**src/rtl/seg_priv_pkg.sv**
```systemverilog
package seg_priv_pkg;
  localparam int PL_W = 2;
  localparam logic [PL_W-1:0] PL_LEAST = 2'd3;

  typedef enum logic [1:0] {
    FLT_NONE = 2'b00,
    FLT_DATA = 2'b01,
    FLT_CALL = 2'b10,
    FLT_PAGE = 2'b11
  } fault_e;

  typedef struct packed {
    logic            valid;
    logic            is_code;
    logic [PL_W-1:0] rpl;
    logic [PL_W-1:0] dpl;
  } seg_entry_t;
endpackage

```
**src/rtl/seg_desc_cache.sv**
```systemverilog
module seg_desc_cache
  import seg_priv_pkg::*;
#(
  parameter int NSEG  = 4,
  localparam int IDX_W = (NSEG > 1) ? $clog2(NSEG) : 1
) (
  input  logic             clk,
  input  logic             rst_n,
  input  logic             wr_en,
  input  logic [IDX_W-1:0] wr_idx,
  input  logic [PL_W-1:0]  wr_rpl,
  input  logic [PL_W-1:0]  wr_dpl,
  input  logic             wr_code,
  input  logic [IDX_W-1:0] rd_idx,
  output seg_entry_t       rd_ent
);
  seg_entry_t ents [NSEG];

  for (genvar g = 0; g < NSEG; g++) begin : g_ent
    always_ff @(posedge clk or negedge rst_n) begin
      if (!rst_n) begin
        ents[g] <= '0;
      end else if (wr_en && (wr_idx == IDX_W'(g))) begin
        ents[g].valid   <= 1'b1;
        ents[g].is_code <= wr_code;
        ents[g].rpl     <= wr_rpl;
        ents[g].dpl     <= wr_dpl;
      end
    end
  end

  always_comb begin
    rd_ent = '0;
    for (int i = 0; i < NSEG; i++) begin
      if (rd_idx == IDX_W'(i)) rd_ent = ents[i];
    end
  end
endmodule

```
**src/rtl/seg_priv_eval.sv**
```systemverilog
module seg_priv_eval
  import seg_priv_pkg::*;
(
  input  seg_entry_t      ent,
  input  logic            is_call,
  input  logic [PL_W-1:0] cpl,
  input  logic            page_user,
  output fault_e          cause
);
  logic [PL_W-1:0] eff_pl;
  logic            page_bad;
  logic            data_ok;
  logic            call_ok;

  always_comb begin
    eff_pl   = (cpl > ent.rpl) ? cpl : ent.rpl;
    page_bad = !page_user && (cpl == PL_LEAST);
    data_ok  = ent.dpl >= eff_pl;
    call_ok  = ent.is_code && (ent.dpl <= cpl);
    if (page_bad)          cause = FLT_PAGE;
    else if (!ent.valid)   cause = is_call ? FLT_CALL : FLT_DATA;
    else if (is_call)      cause = call_ok ? FLT_NONE : FLT_CALL;
    else                   cause = data_ok ? FLT_NONE : FLT_DATA;
  end
endmodule

```
**src/rtl/seg_priv_check.sv**
```systemverilog
module seg_priv_check
  import seg_priv_pkg::*;
#(
  parameter int NSEG  = 4,
  localparam int IDX_W = (NSEG > 1) ? $clog2(NSEG) : 1
) (
  input  logic             clk,
  input  logic             rst_n,
  input  logic             ld_valid,
  input  logic [IDX_W-1:0] ld_idx,
  input  logic [1:0]       ld_rpl,
  input  logic [1:0]       ld_dpl,
  input  logic             ld_code,
  input  logic             req_valid,
  input  logic [IDX_W-1:0] req_idx,
  input  logic             req_call,
  input  logic [1:0]       req_cpl,
  input  logic             req_page_user,
  output logic             rsp_valid,
  output logic             rsp_grant,
  output logic             rsp_fault,
  output logic [1:0]       rsp_code
);
  seg_entry_t sel_ent;
  fault_e     cause;
  fault_e     cause_q;

  seg_desc_cache #(.NSEG(NSEG)) u_cache (
    .clk     (clk),
    .rst_n   (rst_n),
    .wr_en   (ld_valid),
    .wr_idx  (ld_idx),
    .wr_rpl  (ld_rpl),
    .wr_dpl  (ld_dpl),
    .wr_code (ld_code),
    .rd_idx  (req_idx),
    .rd_ent  (sel_ent)
  );

  seg_priv_eval u_eval (
    .ent       (sel_ent),
    .is_call   (req_call),
    .cpl       (req_cpl),
    .page_user (req_page_user),
    .cause     (cause)
  );

  always_ff @(posedge clk or negedge rst_n) begin
    if (!rst_n) begin
      rsp_valid <= 1'b0;
      cause_q   <= FLT_NONE;
    end else begin
      rsp_valid <= req_valid;
      cause_q   <= req_valid ? cause : FLT_NONE;
    end
  end

  assign rsp_code  = cause_q;
  assign rsp_fault = rsp_valid && (cause_q != FLT_NONE);
  assign rsp_grant = rsp_valid && (cause_q == FLT_NONE);
endmodule

```
**config.mk**
```make
export PLATFORM = sky130hd
export DESIGN_NAME = seg_priv_check
export DESIGN_NICKNAME = d
export VERILOG_FILES = /design/src/rtl/seg_priv_pkg.sv /design/src/rtl/seg_desc_cache.sv /design/src/rtl/seg_priv_eval.sv /design/src/rtl/seg_priv_check.sv
export SDC_FILE = /design/constraint.sdc
export NUM_CORES = 1
export LEC_CHECK = 0
export BUFFER_PORTS_ARGS = -buffer_cell sky130_fd_sc_hd__buf_4
export CORE_MARGIN = 8
export CORE_UTILIZATION = 30
export DETAILED_ROUTE_END_ITERATION = 8
export GPL_TIMING_DRIVEN = 0
export HOLD_SLACK_MARGIN = 0.05
export PLACE_DENSITY = 0.5
export SETUP_SLACK_MARGIN = 0.02
export SYNTH_ARGS = -nofsm -noshare
export SYNTH_HDL_FRONTEND = slang
export SYNTH_SLANG_ARGS = --single-unit
export TNS_END_PERCENT = 20
```
**constraint.sdc**
```tcl
create_clock -name clk -period 2.9 [get_ports clk]
set_input_delay 0.58 -clock clk [delete_from_list [all_inputs] [get_ports clk]]
set_output_delay 0.58 -clock clk [all_outputs]
set_load 0.01 [all_outputs]
```
==> out/qor.yml <==
status: "finished clean"
async_flop_share_pct: 100.0
ff_latch_area_sq_um: 675.6
netlist_area_sq_um: 1343
critPathMostFrequentCell: "ha_1"
final_common_cell: "dfrtp_1"
gp_congestion: 0.7220
synth_top_family_by_area: "multiplexers"
ir_drop_v: 0.0002421
postSynthAreaPerCell_sq_um: 14.13
clkTransAtPathRegs_ns: 0.08
cts_setup_buffers: 0
remaining_drc_errors: 0
ctsHoldBuffers: 0
via_per_inst: 4.854
finalPower_mw: 0.9229
grtUsageMet1_pct: 10.69
crit_fanout: 6
drt_iter0_drc: 32
cp-start-kind: "primary input"
switching_power_mw: 0.2471
switching_share_pct: 26.78
worstSkewPairLatency_ns: 0.27
critPathKind: "in -> reg"
cp_top_family: "compound AO/OA/AOI/OAI gates"
synth_warnings: 0
syn_inst: 95
cpMaxStageDelayCell: "mux4_1"
drv_cap: 0
synthSimpleGateAreaFrac_pct: 7.549
wire_per_inst_microns: 16.16
ys_seq_area_share_pct: 50.33
dp_hpwl_mm: 2.024
setup_viol: 0
post-route-period-util_pct: 97.87
fin_nets: 144
grt_use_met2_pct: 11.03
fin_setup_tns_ns: 0
slowest_delay_ns: 0.57
io_buffers: 20
cts_made_buffers: 3
diodes: 0
slew_violations: 0
min_period_ns: 2.838
postRouteAntennaNets: 0
clockBufferDepth: 2
multi_input_area_sq_um: 646.9
h-tree-depth: 1
syn_to_final_growth_pct: 20.69
grt_antenna_before_repair: 0
hp-class: "in -> async"
synth_cell_types: 24
cts.sinks: 27
internal-power_mw: 0.6758
finClkSkew_ns: 0.001977
dieWidth_microns: 82.90
critPathCaptureType: "flop"
hold_viol: 0
drive_gt1_share_pct: 44.54
die_h_microns: 82.90
tightestPinTransition_ns: 0.5798
grt_pass1_vias: 891
muxShareOfSynthArea_pct: 27.68
grt_max_degree: 28
arrival_ns: 3.05
grt_use_met3_pct: 2.734
path_cells: "buf_6, mux4_1, inv_1, ha_1, nor2_2, nor2_1, o32ai_2, a31oi_1, ha_1, nand2b_1, a21o_1, a21oi_1, o21a_1"
leakagePower_nw: 0.7109
cellPowerDensity_nw_per_um2: 569.6
io_pins: 22
drt_wl_total_mm: 2.764
num_vias: 830
tritoncts: "done"
gr-total-overflow: 0
max_freq_ghz: 0.3523
synth-adder-area-share_pct: 6.524
grt_pass1_wl_mm: 4.443
hold_ws_ns: 0.2056
power_frac_seq_pct: 49.8
path_buf_inv: 2
combPwrFrac_pct: 27.8
synth-edff-count: 0
fill_cells: 452
busiest_layer: "met2"
synth_ff_type: "dfrtp_1"
relSlewSlack_pct: 61.18
rows: 24
synth_xor_area_share_pct: 0
firstDrtPassIters: 2
die_area_sq_um: 6872
synth.net_count: 119
required_ns: 3.11
final_cell_mix: "dfrtp_1 (27), mux2_2 (20), buf_4 (20), inv_1 (7), ha_1 (6)"
track_usage_pct: 7.844
start_util_pct: 31.05
synth-seq-cells: 27
clkPwrFrac_pct: 22.5
core_area_sq_um: 4324
synth-compound-area-share_pct: 5.126
root_buffer: "clkbuf_8"
[timing repair]
item                       in CTS  in global routing
hold endpoints to repair        0                  0
setup endpoints to repair       0                  1
gates resized for setup         0                  4
[through the flow]
step / instance area [sq um] / utilization, % / instances / setup WS (ns)
after floorplan: 1343 / - / 95 / 0.1055
after global placement: 1558 / 36.02 / 167 / -0.07482
after detailed placement: 1558 / 36.02 / 167 / -0.1841
after CTS: 1603 / 37.07 / 171 / 0.1043
after global routing: 1620 / 37.47 / 171 / -0.03449
final: 1620 / 37.47 / 171 / 0.06181
[synth_stat cells, types with 2 or more instances]
master	n	share of area, %
o21a_1	3	1.7
a31oi_1	2	0.93
mux4_1	3	5.9
mux4_2	3	5.0
dfrtp_1	27	50
nand2b_1	4	1.9
mux2_2	20	17
nand2_1	3	0.84
nor2_1	2	0.56
ha_1	7	6.5
nand3b_1	2	1.1
inv_1	7	2.0
[sequential cells by signal, indices dropped and copies added (netlist names)]
signal        count
rsp_valid         1
rsp_code          2
u_cache.ents     24
[path summary, 6_finish.rpt]
path                                              start                            to  slack [ns]  cells past startpoint
setup / recovery                             req_idx[0]         rsp_code[0]$_DFF_PN0_        0.06                     13
hold / removal                                    rst_n         rsp_code[1]$_DFF_PN0_        0.21                      1
setup reg to reg           u_cache.ents[15]$_DFFE_PN0P_         rsp_code[0]$_DFF_PN0_        0.17                     12
hold reg to reg            u_cache.ents[11]$_DFFE_PN0P_  u_cache.ents[11]$_DFFE_PN0P_        0.48                      1
max in group asynchronous                         rst_n   u_cache.ents[2]$_DFFE_PN0P_        2.44                      1
min in group clk                              req_valid           rsp_valid$_DFF_PN0_        0.44                      1
[power groups by stage]
stage | combinational, mW | sequential [mW] | clock (mW)
final | 0.256 | 0.459 | 0.207
after global routing | 0.281 | 0.468 | 0.239
after CTS | 0.241 | 0.460 | 0.215
after detailed placement | 0.241 | 0.468 | 0
after global placement | 0.230 | 0.465 | 0
after floorplan | 0.162 | 0.461 | 0
[cell families after synthesis]
logic type                 after synthesis
DFF                                     27
and+or+nand+nor                         17
AOI/OAI and AO/OA                       10
adders and majority gates                7
muxes                                   26
buffers and inverters                    8
[final cells by class]
type	instances	area share [%]
Multi-Input combinational cell	60	39.92
Clock buffer	4	2.780
Inverter	7	1.622
Sequential cell	27	41.70
Timing Repair Buffer	20	9.266
Buffer	1	0.6950
Tap cell	52	4.015
[routing by layer]
| metal | vias up | share of wire, % |
|---|---|---|
| met3 | 3 | 5.9 |
| met5 | - | 0 |
| met1 | 408 | 48 |
| met2 | 22 | 45 |
| met4 | 0 | 0.98 |
| li1 | 397 | - |
No activity file was read; power rests on OpenSTA's default activity.
